### src/rtl/wdog_pkg.sv
package wdog_pkg;

    // Synchroniser, edge detector and divide-by-two state
    typedef struct packed {
        logic s1;
        logic s2;
        logic s3;
        logic div;
    } wsync_st_t;

    // Arm latch state
    typedef struct packed {
        logic arm;
    } unlock_st_t;

endpackage

### src/rtl/wdog_tick_gen.sv
module wdog_tick_gen
    import wdog_pkg::*;
(
    input  logic clk,
    input  logic rst_n,
    input  logic wclk_i,
    input  logic stop_i,
    output logic tick_o
);

    wsync_st_t st_d, st_q;
    logic      rise;

    always_comb begin
        st_d    = st_q;
        st_d.s1 = wclk_i;
        st_d.s2 = st_q.s1;
        st_d.s3 = st_q.s2;
        rise    = st_q.s2 & ~st_q.s3;
        if (stop_i) begin
            st_d.div = 1'b0;
        end else begin
            st_d.div = st_q.div ^ rise;
        end
        tick_o = rise & ~st_q.div & ~stop_i;
    end

    always_ff @(posedge clk or negedge rst_n) begin
        if (!rst_n) st_q <= '0;
        else        st_q <= st_d;
    end

    // a divided advance never repeats on the next clock
    a_r2_tick_spaced: assert property (@(posedge clk) disable iff (!rst_n)
        tick_o |=> !tick_o);

    // nothing advances while stopped
    a_r8_no_tick_stop: assert property (@(posedge clk) disable iff (!rst_n)
        stop_i |-> !tick_o);

endmodule

### src/rtl/wdog_unlock.sv
module wdog_unlock
    import wdog_pkg::*;
#(
    parameter int               ADDR_W    = 5,
    parameter int               DATA_W    = 4,
    parameter logic [ADDR_W-1:0] FLAG_ADDR = 5'h0A,
    parameter logic [ADDR_W-1:0] PWR_ADDR  = 5'h08,
    parameter logic [DATA_W-1:0] KEY       = '1
) (
    input  logic              clk,
    input  logic              rst_n,
    input  logic              stop_i,
    input  logic              wr_en_i,
    input  logic [ADDR_W-1:0] wr_addr_i,
    input  logic [DATA_W-1:0] wr_data_i,
    output logic              clr_o
);

    unlock_st_t st_d, st_q;
    logic       key_wr;
    logic       pwr_wr;

    always_comb begin
        st_d   = st_q;
        key_wr = wr_en_i && (wr_addr_i == FLAG_ADDR) && (wr_data_i == KEY);
        pwr_wr = wr_en_i && (wr_addr_i == PWR_ADDR);
        clr_o  = pwr_wr && st_q.arm && !stop_i;
        if (stop_i) begin
            st_d.arm = 1'b0;
        end else if (clr_o) begin
            st_d.arm = 1'b0;
        end else if (key_wr) begin
            st_d.arm = 1'b1;
        end
    end

    always_ff @(posedge clk or negedge rst_n) begin
        if (!rst_n) st_q <= '0;
        else        st_q <= st_d;
    end

    // the key at the flag address arms the clear
    a_r4_arm_set: assert property (@(posedge clk) disable iff (!rst_n)
        (wr_en_i && wr_addr_i == FLAG_ADDR && wr_data_i == KEY && !stop_i) |=> st_q.arm);

    // a completed clear drops the arm latch
    a_r5_arm_drop: assert property (@(posedge clk) disable iff (!rst_n)
        clr_o |=> !st_q.arm);

    // unrelated writes keep the latch armed
    a_r7_arm_hold: assert property (@(posedge clk) disable iff (!rst_n)
        (st_q.arm && !stop_i && !(wr_en_i && wr_addr_i == PWR_ADDR)) |=> st_q.arm);

endmodule

### src/rtl/wdog_counter.sv
module wdog_counter #(
    parameter int STAGES = 3
) (
    input  logic clk,
    input  logic rst_n,
    input  logic stop_i,
    input  logic tick_i,
    input  logic clr_i,
    output logic req_o
);

    typedef struct packed {
        logic [STAGES-1:0] cnt;
        logic              req;
    } cnt_st_t;

    cnt_st_t           st_d, st_q;
    logic [STAGES:0]   carry;
    logic [STAGES-1:0] toggled;

    assign carry[0] = tick_i;

    // Each stage toggles when every lower stage is one
    for (genvar g = 0; g < STAGES; g++) begin : g_stage
        assign toggled[g]  = st_q.cnt[g] ^ carry[g];
        assign carry[g+1]  = carry[g] & st_q.cnt[g];
    end

    always_comb begin
        st_d = st_q;
        if (stop_i || clr_i) begin
            st_d.cnt = '0;
        end else begin
            st_d.cnt = toggled;
            if (carry[STAGES]) st_d.req = 1'b1;
        end
    end

    always_ff @(posedge clk or negedge rst_n) begin
        if (!rst_n) st_q <= '0;
        else        st_q <= st_d;
    end

    assign req_o = st_q.req;

    // the last advance from all-ones requests a reset
    a_r3_overflow: assert property (@(posedge clk) disable iff (!rst_n)
        (tick_i && !clr_i && !stop_i && (&st_q.cnt)) |=> req_o);

    // the request is sticky
    a_r9_sticky: assert property (@(posedge clk) disable iff (!rst_n)
        req_o |=> req_o);

    // a clear empties the counter
    a_r5_clear: assert property (@(posedge clk) disable iff (!rst_n)
        clr_i |=> (st_q.cnt == '0));

    // stop holds the counter at zero
    a_r8_stop: assert property (@(posedge clk) disable iff (!rst_n)
        stop_i |=> (st_q.cnt == '0));

endmodule

### src/rtl/twostep_wdog.sv
module twostep_wdog #(
    parameter int                ADDR_W    = 5,
    parameter int                DATA_W    = 4,
    parameter int                STAGES    = 3,
    parameter logic [ADDR_W-1:0] FLAG_ADDR = 5'h0A,
    parameter logic [ADDR_W-1:0] PWR_ADDR  = 5'h08,
    parameter logic [DATA_W-1:0] KEY       = '1
) (
    input  logic              clk,
    input  logic              rst_n,
    input  logic              wclk_i,
    input  logic              stop_i,
    input  logic              wr_en_i,
    input  logic [ADDR_W-1:0] wr_addr_i,
    input  logic [DATA_W-1:0] wr_data_i,
    output logic              rst_req_o
);

    logic tick;
    logic clr;

    wdog_tick_gen u_tick (
        .clk    (clk),
        .rst_n  (rst_n),
        .wclk_i (wclk_i),
        .stop_i (stop_i),
        .tick_o (tick)
    );

    wdog_unlock #(
        .ADDR_W    (ADDR_W),
        .DATA_W    (DATA_W),
        .FLAG_ADDR (FLAG_ADDR),
        .PWR_ADDR  (PWR_ADDR),
        .KEY       (KEY)
    ) u_unlock (
        .clk       (clk),
        .rst_n     (rst_n),
        .stop_i    (stop_i),
        .wr_en_i   (wr_en_i),
        .wr_addr_i (wr_addr_i),
        .wr_data_i (wr_data_i),
        .clr_o     (clr)
    );

    wdog_counter #(
        .STAGES (STAGES)
    ) u_count (
        .clk    (clk),
        .rst_n  (rst_n),
        .stop_i (stop_i),
        .tick_i (tick),
        .clr_i  (clr),
        .req_o  (rst_req_o)
    );

    // no request can be seen right after reset releases
    a_r1_reset_quiet: assert property (@(posedge clk)
        $rose(rst_n) |-> !rst_req_o);

endmodule

### config.mk
export PLATFORM = sky130hd
export DESIGN_NAME = twostep_wdog
export DESIGN_NICKNAME = d
export VERILOG_FILES = /design/src/rtl/wdog_pkg.sv /design/src/rtl/wdog_tick_gen.sv /design/src/rtl/wdog_unlock.sv /design/src/rtl/wdog_counter.sv /design/src/rtl/twostep_wdog.sv
export SDC_FILE = /design/constraint.sdc
export NUM_CORES = 1
export LEC_CHECK = 0
export ABC_CLOCK_PERIOD_IN_PS = 2400
export CORE_AREA = 2 2 39 41
export DETAILED_ROUTE_END_ITERATION = 16
export DIE_AREA = 0 0 41 43
export GPL_TIMING_DRIVEN = 0
export PLACE_DENSITY = 0.6
export SETUP_SLACK_MARGIN = 0.1
export SYNTH_ARGS = -nofsm -noshare
export SYNTH_HDL_FRONTEND = slang
export SYNTH_SLANG_ARGS = --single-unit
### constraint.sdc
create_clock -name clk -period 2.4 [get_ports clk]
set_clock_uncertainty 0.2 [all_clocks]
set_input_delay 0.24 -clock clk [delete_from_list [all_inputs] [get_ports clk]]
set_output_delay 0.24 -clock clk [all_outputs]
set_load 0.05 [all_outputs]
# After elaboration in Yosys (flattened, before gate mapping)
# Index checks and enable logic that the tools add are counted.
[classes]
n_mul = 0
add_sub_neg = 0
n_div = 0
n_reduce_logical = 9
mux = 5
bitwise = 14
order_cmp = 0
shift = 0
n_eq_ne = 3
[ops]
columns = ["cell", "n"]
rows = [
  ["5-bit by 4-bit == test with 1-bit output, second input constant", 2],
  ["1-bit bitwise AND", 6],
  ["1-bit logical AND", 5],
  ["4-bit == test, second input constant", 1],
  ["1-bit 2-to-1 mux", 4],
  ["1-bit NOT", 4],
  ["1-bit bitwise XOR", 4],
  ["3-bit 2-to-1 mux", 1],
  ["3-bit nonzero test", 1],
  ["2-bit AND reduction", 1],
  ["1-bit zero test", 1],
  ["1-bit logical OR", 1],
]
[totals]
mem_bits_ro = 0
latch_bits = 0
inputBits = 14
mem_bits_rw = 0
ff_bits = 9
word_cells = 38
memories = 0
output_inout_bits = 1

# Logic depth before layout (Yosys ltp)
# Gate-level depths: netlist of run 1.
[logic_depth]
depth_word = 8
ltp_mapped = 7
mapped_depth_nobuf = 7

# Cells and area by module
# From an unflattened synthesis of run 1, not the netlist that was laid out.
[hier_totals]
hier_cells = 30
hier_area_um2 = 401.6
[modules_own_cells]
columns = ["mod", "area_each_um2", "seq_area_each_um2", "cells_per_inst", "instances"]
rows = [
  ["wdog_counter", 171.4, 100.1, 12, 1],
  ["wdog_tick_gen", 140.1, 100.1, 9, 1],
  ["wdog_unlock", 90.1, 25.0, 9, 1],
]

# Worst setup path after synthesis of run 1
# OpenSTA, ideal clock, no wires.
[synth_path]
path_type = "register to register"
start = "reg u_tick.st_q (netlist bit u_tick.st_d[1])"
end = "reg u_count.st_q[3] (netlist bit)"
setup_time_ps = 119
path_stages_with_launch = 8
synth_period_minus_slack_ps = 1780
required_ps = 2081
path_buffers = 0
setup_slack_ps = 620
arrival_time_ps = 1461
cell_sequence = "dfrtp_1 nor2b_1 ha_1 nor2b_1 ha_1 ha_1 ha_1 and2_1"
[synth_rtl]
columns = ["element", "line_no", "source"]
rows = [
  ["from (decl)", "wdog_tick_gen.sv:11", "wsync_st_t st_d, st_q;"],
  ["from (signal assigned)", "wdog_tick_gen.sv:30", "else st_q <= st_d;"],
  ["to (signal assigned)", "wdog_counter.sv:41", "else st_q <= st_d;"],
  ["to (decl)", "wdog_counter.sv:17", "cnt_st_t st_d, st_q;"],
]

==> summary.md, run 1 <==
| Metric | Value |
|---|---|
| Outcome | `finished clean` |
| Pre-Repair DR Iteration Count | `4` |
| Peak VDD IR | `between 0.0002 and 0.0003 V` |
| Synth Instances | `30` |
| Register clock-pin slew on the reported worst setup and hold paths | `about 0.060 ns` |
| Gr ovfl total | `0` |
| Starting Density | `28.66%` |
| Post-synth EDFFs | `0` |
| Setup Viol. Count Final | `0` |
| Setup_tns | `0 ns` |
| Fin cells | `64` |
| Cell Pwr Density | `526.9 nW/um2` |
| Top post-synthesis cells by count | `dfrtp_1 (9), ha_1 (4), and2_1 (3)` |
| Register area | `about 230 um2` |
| # rows | `14` |
| Clock Path Buffers | `2` |
| Core Region | `~1400 um2` |
| Die area | `1763 um2` |
| Antenna Nets Post-Route | `0` |
| Filler cells | `134` |
| PortBufs | `14` |
| Post-CTS sizing | `0` |
| Routed WL | `about 630 um` |
| Critical Path End Type | `register` |
| Startpoint Class | `register` |
| CTS tree | `yes` |
| Initial DRC count | `2` |
| Area contributors post-synth | `dfrtp_1 (57%), ha_1 (13%), and2_1 (4.7%)` |
| Max_cap viols | `0` |
| Vias in the first global route | `270` |
| Largest net degree at the start of global routing | `10` |
| Syn Nets | `48` |
| Synth Warn # | `0` |
| Reg2reg end | `u_count.st_q[3]$_DFF_PN0_` |
| Post-layout min period | `1.852 ns` |
| Final period util | `between 70 and 80%` |
| Sequential area share after synthesis | `between 50% and 60%` |
| Required @ worst endpoint | `roughly 2.4 ns` |
| Initial antenna violation count | `0` |
| Drc violations | `0` |
| Final Hold Fails | `0` |
| Crit Path Category | `register to register` |
| # diodes | `0` |
| Most common cell in the netlist | `dfrtp_1` |
| Clk sinks | `9` |
| Worst reg-to-reg setup slack | `0.55 ns` |
| Worst-Skew Late Latency | `between 0.2 and 0.3 ns` |
| All-Layer GR Usage | `10.09%` |
| Global-route wire length before repair | `around 1100 um` |
| Worst rel slew slack | `roughly 67%` |
| Die W | `around 41 um` |
| Die height | `roughly 43 um` |
| Reg2Reg Depth | `7` |
| Leak | `0.2892 nW` |
| Fin. max-slew vios | `0` |
| Hold-fix buffers, CTS | `0` |
| Vias per inst | `4.578` |
| Routed vias | `293` |
| Top FF cell, synth | `dfrtp_1` |
| Leading area contributor after synthesis | `dfrtp_1` |
| Distinct cell type count after synthesis | `15` |
| Worst reg2reg startpoint | `u_tick.st_d[1]$_DFF_PN0_` |
| Drt wl/cell | `a little under 10 um` |
| Worst slew pin tran | `0.4860 ns` |
| Layout cell share with drive strength beyond 1 | `10.42%` |
| Ys async rst share | `100.0%` |
| Final net count | `67` |
| Hold WC Path Type | `input pin to asynchronous set/reset pin` |
| Placer's final routability congestion estimate | `~0.63` |
| CTS HTree Levels | `1` |
| Mapped Area | `396.6 um2` |
| Area grow syn2layout | `47.00%` |
| Post-Place Cells | `60` |
| Max Clock Freq | `between 0.5 and 0.6 GHz` |
| CP Max Fanout | `2` |
| Clock buffer count from CTS | `3` |
| Multi-input gate area | `~160 um2` |
| Syn avg cell area | `13.22 um2` |
| Top Ports | `15` |
| Arr. time, crit path | `1.80 ns` |
| Synth top area share | `between 50% and 60%` |
| Unrepaired setup endpoints after global routing | `false` |
| Yosys reg bits | `9` |
| Post-CTS Setup Bufs | `0` |
| Clock root buffer | `clkbuf_4` |
[sequential cells by signal, indices dropped and copies added (netlist names)]
register and cells:
u_count.req_o 1, u_count.st_q 3, u_tick.st_d 2, u_unlock.st_q 1
u_tick.st_q 2
[critical path, cell delays in order (launching register included)]
cell     delay (ns)
dfrtp_1        0.37
nor2b_1        0.13
ha_1           0.16
nor2b_1        0.13
ha_1           0.18
ha_1           0.18
ha_1           0.26
and2_1         0.13
[stage by stage]
stage	area (um2)	power, mW	utilization [%]	hold slack, ns	setup slack [ns]
2_1_floorplan	396.6	0.1692	-	-0.2556	0.6202
3_3_place_gp	556.8	0.1975	40.24	0.1335	0.4279
3_5_place_dp	556.8	0.1987	40.24	0.1413	0.4139
4_1_cts	583.1	0.3135	42.13	0.08126	0.5221
5_1_grt	583.1	0.3258	42.13	0.1023	0.4152
6_report	583.1	0.3072	42.13	0.07134	0.5475
[per-layer routing]
metal  global-route usage (%)  wire [um]  vias to the layer above
met3                    7.853         44                        0
li1                         -          -                      144
met4                    2.000          0                        0
met2                    12.50        294                       12
met5                        0          0                        -
met1                    13.85        287                      137
[report_power, final]
part	internal [mW]	total (mW)	leakage (nW)	switching, mW
Combinational	0.0236	0.0367	0.157	0.0131
Sequential	0.157	0.158	0.118	0.00154
Clock	0.0638	0.112	0.0150	0.0482
[worst max-delay path by stage]
stage | startpoint | endpoint | slack [ns] | cells after the start
floorplan | u_tick.st_d[1]$_DFF_PN0_ | u_count.st_q[3]$_DFF_PN0_ | 0.62 | 7
global placement | stop_i | u_count.st_q[3]$_DFF_PN0_ | 0.43 | 6
detailed placement | stop_i | u_count.st_q[3]$_DFF_PN0_ | 0.41 | 6
CTS | u_tick.st_d[1]$_DFF_PN0_ | u_count.st_q[3]$_DFF_PN0_ | 0.52 | 7
global route | u_tick.st_d[1]$_DFF_PN0_ | u_count.st_q[3]$_DFF_PN0_ | 0.42 | 7
finish | u_tick.st_d[1]$_DFF_PN0_ | u_count.st_q[3]$_DFF_PN0_ | 0.55 | 7
[placed cells by master, fill, tap and decap left out]
cell type / instances
clkbuf_4: 3
nor3_1: 1
ha_1: 4
and2_1: 3
nor2b_1: 2
nand2b_1: 1
nor2_1: 1
a41oi_1: 1
a21oi_2: 1
clkbuf_1: 1
inv_1: 2
nor3_4: 1
nand4_1: 1
a41o_1: 1
and4b_1: 1
dfrtp_1: 9
clkdlybuf4s50_1: 14
a21o_1: 1
[area by class of cell]
class                   count  area share [%]
inverters                   2           1.288
clock buffers               4           4.506
well taps                  16           3.433
multi-input cells          19           28.11
flip-flops and latches      9           38.63
repair buffers             14           24.03
[cell families after synthesis]
group / after synthesis / share of synthesized area, %
buf+inv: 2 / 1.893
flops: 9 / 56.78
compound gates: 4 / 8.834
simple gates: 11 / 19.87
fa+ha+maj: 4 / 12.62
Power figures use the tool's default switching activity.
==> inputs of run 2 (changes only) <==
--- a/config.mk
+++ b/config.mk
@@ -5,12 +5,12 @@
 export SDC_FILE = /design/constraint.sdc
 export NUM_CORES = 1
 export LEC_CHECK = 0
-export ABC_CLOCK_PERIOD_IN_PS = 2400
+export ABC_CLOCK_PERIOD_IN_PS = 1490
 export CORE_AREA = 2 2 39 41
 export DETAILED_ROUTE_END_ITERATION = 16
 export DIE_AREA = 0 0 41 43
 export GPL_TIMING_DRIVEN = 0
-export PLACE_DENSITY = 0.6
+export PLACE_DENSITY = 0.62
 export SETUP_SLACK_MARGIN = 0.1
 export SYNTH_ARGS = -nofsm -noshare
 export SYNTH_HDL_FRONTEND = slang
==> constraint.sdc (replaced) <==
create_clock -name clk -period 1.49 [get_ports clk]
set_clock_uncertainty 0.2 [all_clocks]
set_input_delay 0.149 -clock clk [delete_from_list [all_inputs] [get_ports clk]]
set_output_delay 0.149 -clock clk [all_outputs]
set_load 0.05 [all_outputs]
==> summary.md, run 2 (synthesis results as in run 1) <==
| Metric | Value |
|---|---|
| Outcome | `finished with violations (was finished clean)` |
| Failing checks | `negative setup slack` |
| Clock buffer count from CTS | `3 (unchanged)` |
| Fin cells | `67 (was 64)` |
| Max Clock Freq | `0.5806 GHz (was 0.5398 GHz)` |
| Worst rel slew slack | `73.27% (was 67.50%)` |
| All-Layer GR Usage | `10.86% (was 10.09%)` |
| Max_cap viols | `0 (unchanged)` |
| Crit Path Category | `register to register (unchanged)` |
| Switching part of the total | `21.24% (was 20.48%)` |
| Worst-Skew Late Latency | `0.25 ns (about the same)` |
| Initial antenna violation count | `0 (unchanged)` |
| HPWL after DPL | `between 500 and 600 um` |
| Reg2Reg Depth | `7 (unchanged)` |
| Cell Pwr Density | `765.0 nW/um2 (was 526.9 nW/um2)` |
| Drc violations | `0 (unchanged)` |
| Layout cell share with drive strength beyond 1 | `31.37% (was 10.42%)` |
| Critical Path End Type | `register (unchanged)` |
| Die height | `43 um (unchanged)` |
| Initial DRC count | `3 (was 2)` |
| Largest net degree at the start of global routing | `10 (unchanged)` |
| # rows | `14 (unchanged)` |
| P_int | `403.3 uW (was 244.3 uW)` |
| Top Ports | `15 (unchanged)` |
| Pre-Repair DR Iteration Count | `2 (was 4)` |
| Peak VDD IR | `0.0004336 V (was 0.0002872 V)` |
| Setup Viol. Count Final | `3 (was 0)` |
| Worst slew pin tran | `0.3997 ns (was 0.4860 ns)` |
| Gr ovfl total | `0 (unchanged)` |
| Met3 Track Usage GR | `3.141% (was 7.853%)` |
| Final Hold Fails | `0 (unchanged)` |
| Fin. max-slew vios | `0 (unchanged)` |
| Reg power frac | `50.3% (was 51.6%)` |
| Endpoint, Worst Hold | `u_tick.st_d[2]$_DFF_PN0_` |
| Clk pwr share | `35.7% (was 36.5%)` |
| Area grow syn2layout | `68.77% (was 47.00%)` |
| Drt wl/cell | `10.31 um (was 9.766 um)` |
| Global-route wire length before repair | `1200 um (was 1138 um)` |
| Antenna Nets Post-Route | `0 (unchanged)` |
| Core Region | `1384 um2 (unchanged)` |
| Worst reg2reg startpoint | `u_tick.st_d[1]$_DFF_PN0_ (unchanged)` |
| Vias per inst | `4.328 (was 4.578)` |
| Worst reg-to-reg setup slack | `-0.23 ns (was 0.55 ns)` |
| Final net count | `70 (was 67)` |
| Post-Place Cells | `60 (unchanged)` |
| Gate power share | `14.0% (was 11.9%)` |
| CP Max Fanout | `2 (unchanged)` |
| Clk sinks | `9 (unchanged)` |
| Pre-CTS setup slack | `-0.2847 ns (was 0.4139 ns)` |
| Clock root buffer | `clkbuf_4 (unchanged)` |
| Post-layout min period | `1.722 ns (was 1.852 ns)` |
| Met2 usage | `15.00% (was 12.50%)` |
| Worst hold path cell count | `1` |
| Filler cells | `128 (was 134)` |
| Final WS setup | `-0.2324 ns (was 0.5475 ns)` |
| Max reg flops | `3 (unchanged)` |
| Grt met1 use | `12.67% (was 13.85%)` |
| CTS HTree Levels | `1 (unchanged)` |
| Arr. time, crit path | `1.67 ns (was 1.80 ns)` |
| CTS tree | `yes (unchanged)` |
| Register clock-pin slew on the reported worst setup and hold paths | `0.06 ns (about the same)` |
| Routed vias | `290 (was 293)` |
| Starting Density | `28.66% (unchanged)` |
| Reg2reg end | `u_count.st_q[3]$_DFF_PN0_ (unchanged)` |
| Startpoint Class | `register (unchanged)` |
| Required @ worst endpoint | `1.44 ns (was 2.35 ns)` |
| Final period util | `115.6% (was 77.19%)` |
| Leak | `0.3035 nW (was 0.2892 nW)` |
| Commonest non-fill, non-tap cell in the layout | `clkdlybuf4s50_1 (unchanged)` |
| PortBufs | `14 (unchanged)` |
| Most frequent cells in the layout | `clkdlybuf4s50_1 (13), dfrtp_1 (9), ha_4 (3), clkbuf_4 (3) (was clkdlybuf4s50_1 (14), dfrtp_1 (9), ha_1 (4))` |
| Switching pwr | `108.8 uW (was 62.91 uW)` |
| Final core occ | `48.37% (was 42.13%)` |
| Unrepaired setup endpoints after global routing | `true (was false)` |
| Die area | `1763 um2 (unchanged)` |
| Clock Path Buffers | `2 (unchanged)` |
| Hold WC Path Type | `input pin to register (was input pin to asynchronous set/reset pin)` |
| HP Start | `wclk_i` |
| Most Used Layer, Global Route | `met2 (was met1)` |
| Placer's final routability congestion estimate | `0.5656 (was 0.6345)` |
| # diodes | `0 (unchanged)` |
| Routed WL | `691 um (was 625 um)` |
| Hold Worst Slack | `0.1412 ns (was 0.07134 ns)` |
| Largest register by flop count | `u_count.st_q (unchanged)` |
| Vias in the first global route | `313 (was 270)` |
| Die W | `41 um (unchanged)` |
## run 2: cell count changes in the layout (fill, tap and decap cells not counted), sizes merged
cell / before / now
buf: 0 / 2
clkdlybuf4s15: 0 / 1
clkdlybuf4s50: 14 / 13
dlygate4sd3: 0 / 1
## run 2: per-stage QoR
stage	cell area (um2)	total power, mW	setup TNS [ns]
6_report	669.4	0.5121	-0.5144
5_1_grt	669.4	0.5521	-0.6089
4_1_cts	659.4	0.5193	-0.5850
3_5_place_dp	586.8	0.3217	-0.7578
3_3_place_gp	586.8	0.3195	-0.7559
2_1_floorplan	426.7	0.2736	-0.4519
## run 2: how the worst max path moves through the flow
stage	end	start
6_report	u_count.st_q[3]$_DFF_PN0_	u_tick.st_d[1]$_DFF_PN0_
5_1_grt	u_count.st_q[3]$_DFF_PN0_	u_tick.st_d[1]$_DFF_PN0_
4_1_cts	u_count.st_q[3]$_DFF_PN0_	u_tick.st_d[1]$_DFF_PN0_
3_5_place_dp	u_count.st_q[3]$_DFF_PN0_	stop_i
3_3_place_gp	u_count.st_q[3]$_DFF_PN0_	stop_i
2_1_floorplan	u_count.st_q[3]$_DFF_PN0_	u_tick.st_d[1]$_DFF_PN0_
## run 2: critical path, stage by stage, from the launching register on
cell	delay (ns)
dfrtp_1	0.38
nor2b_4	0.12
ha_2	0.16
nor2b_4	0.12
ha_4	0.16
ha_4	0.15
ha_4	0.20
and2_4	0.12
## run 2: power by group through the flow
stage | sequential [mW] | clock (mW) | combinational (mW)
6_report | 0.257 | 0.183 | 0.0719
5_1_grt | 0.258 | 0.214 | 0.0806
4_1_cts | 0.257 | 0.191 | 0.0716
3_5_place_dp | 0.260 | 0 | 0.0613
3_3_place_gp | 0.259 | 0 | 0.0601
2_1_floorplan | 0.259 | 0 | 0.0144
## run 2: cell type report
type,count,area (um2),area share [%]
clock buffers,4,26.28,3.925
inverters,2,7.507,1.121
multi-input cells,19,224.0,33.46
flip-flops and latches,9,225.2,33.64
well taps,16,20.02,2.991
repair buffers,17,166.4,24.86
## run 2: repair_timing
action | 4_1_cts | 5_1_grt
gates cloned | 0 | 0
pin swaps | 3 | 2
endpoints found under the hold margin | 9 | 0
hold buffers | 1 | 0
buffers inserted | 1 | 1
endpoints found under the setup margin | 5 | 4
gates resized for setup | 8 | 1
## run 2: metal layers
metal | vias to the layer above | routed length [um]
met5 | - | 0
met4 | 0 | 0
met3 | 0 | 51
met2 | 13 | 328
met1 | 129 | 312
li1 | 148 | -
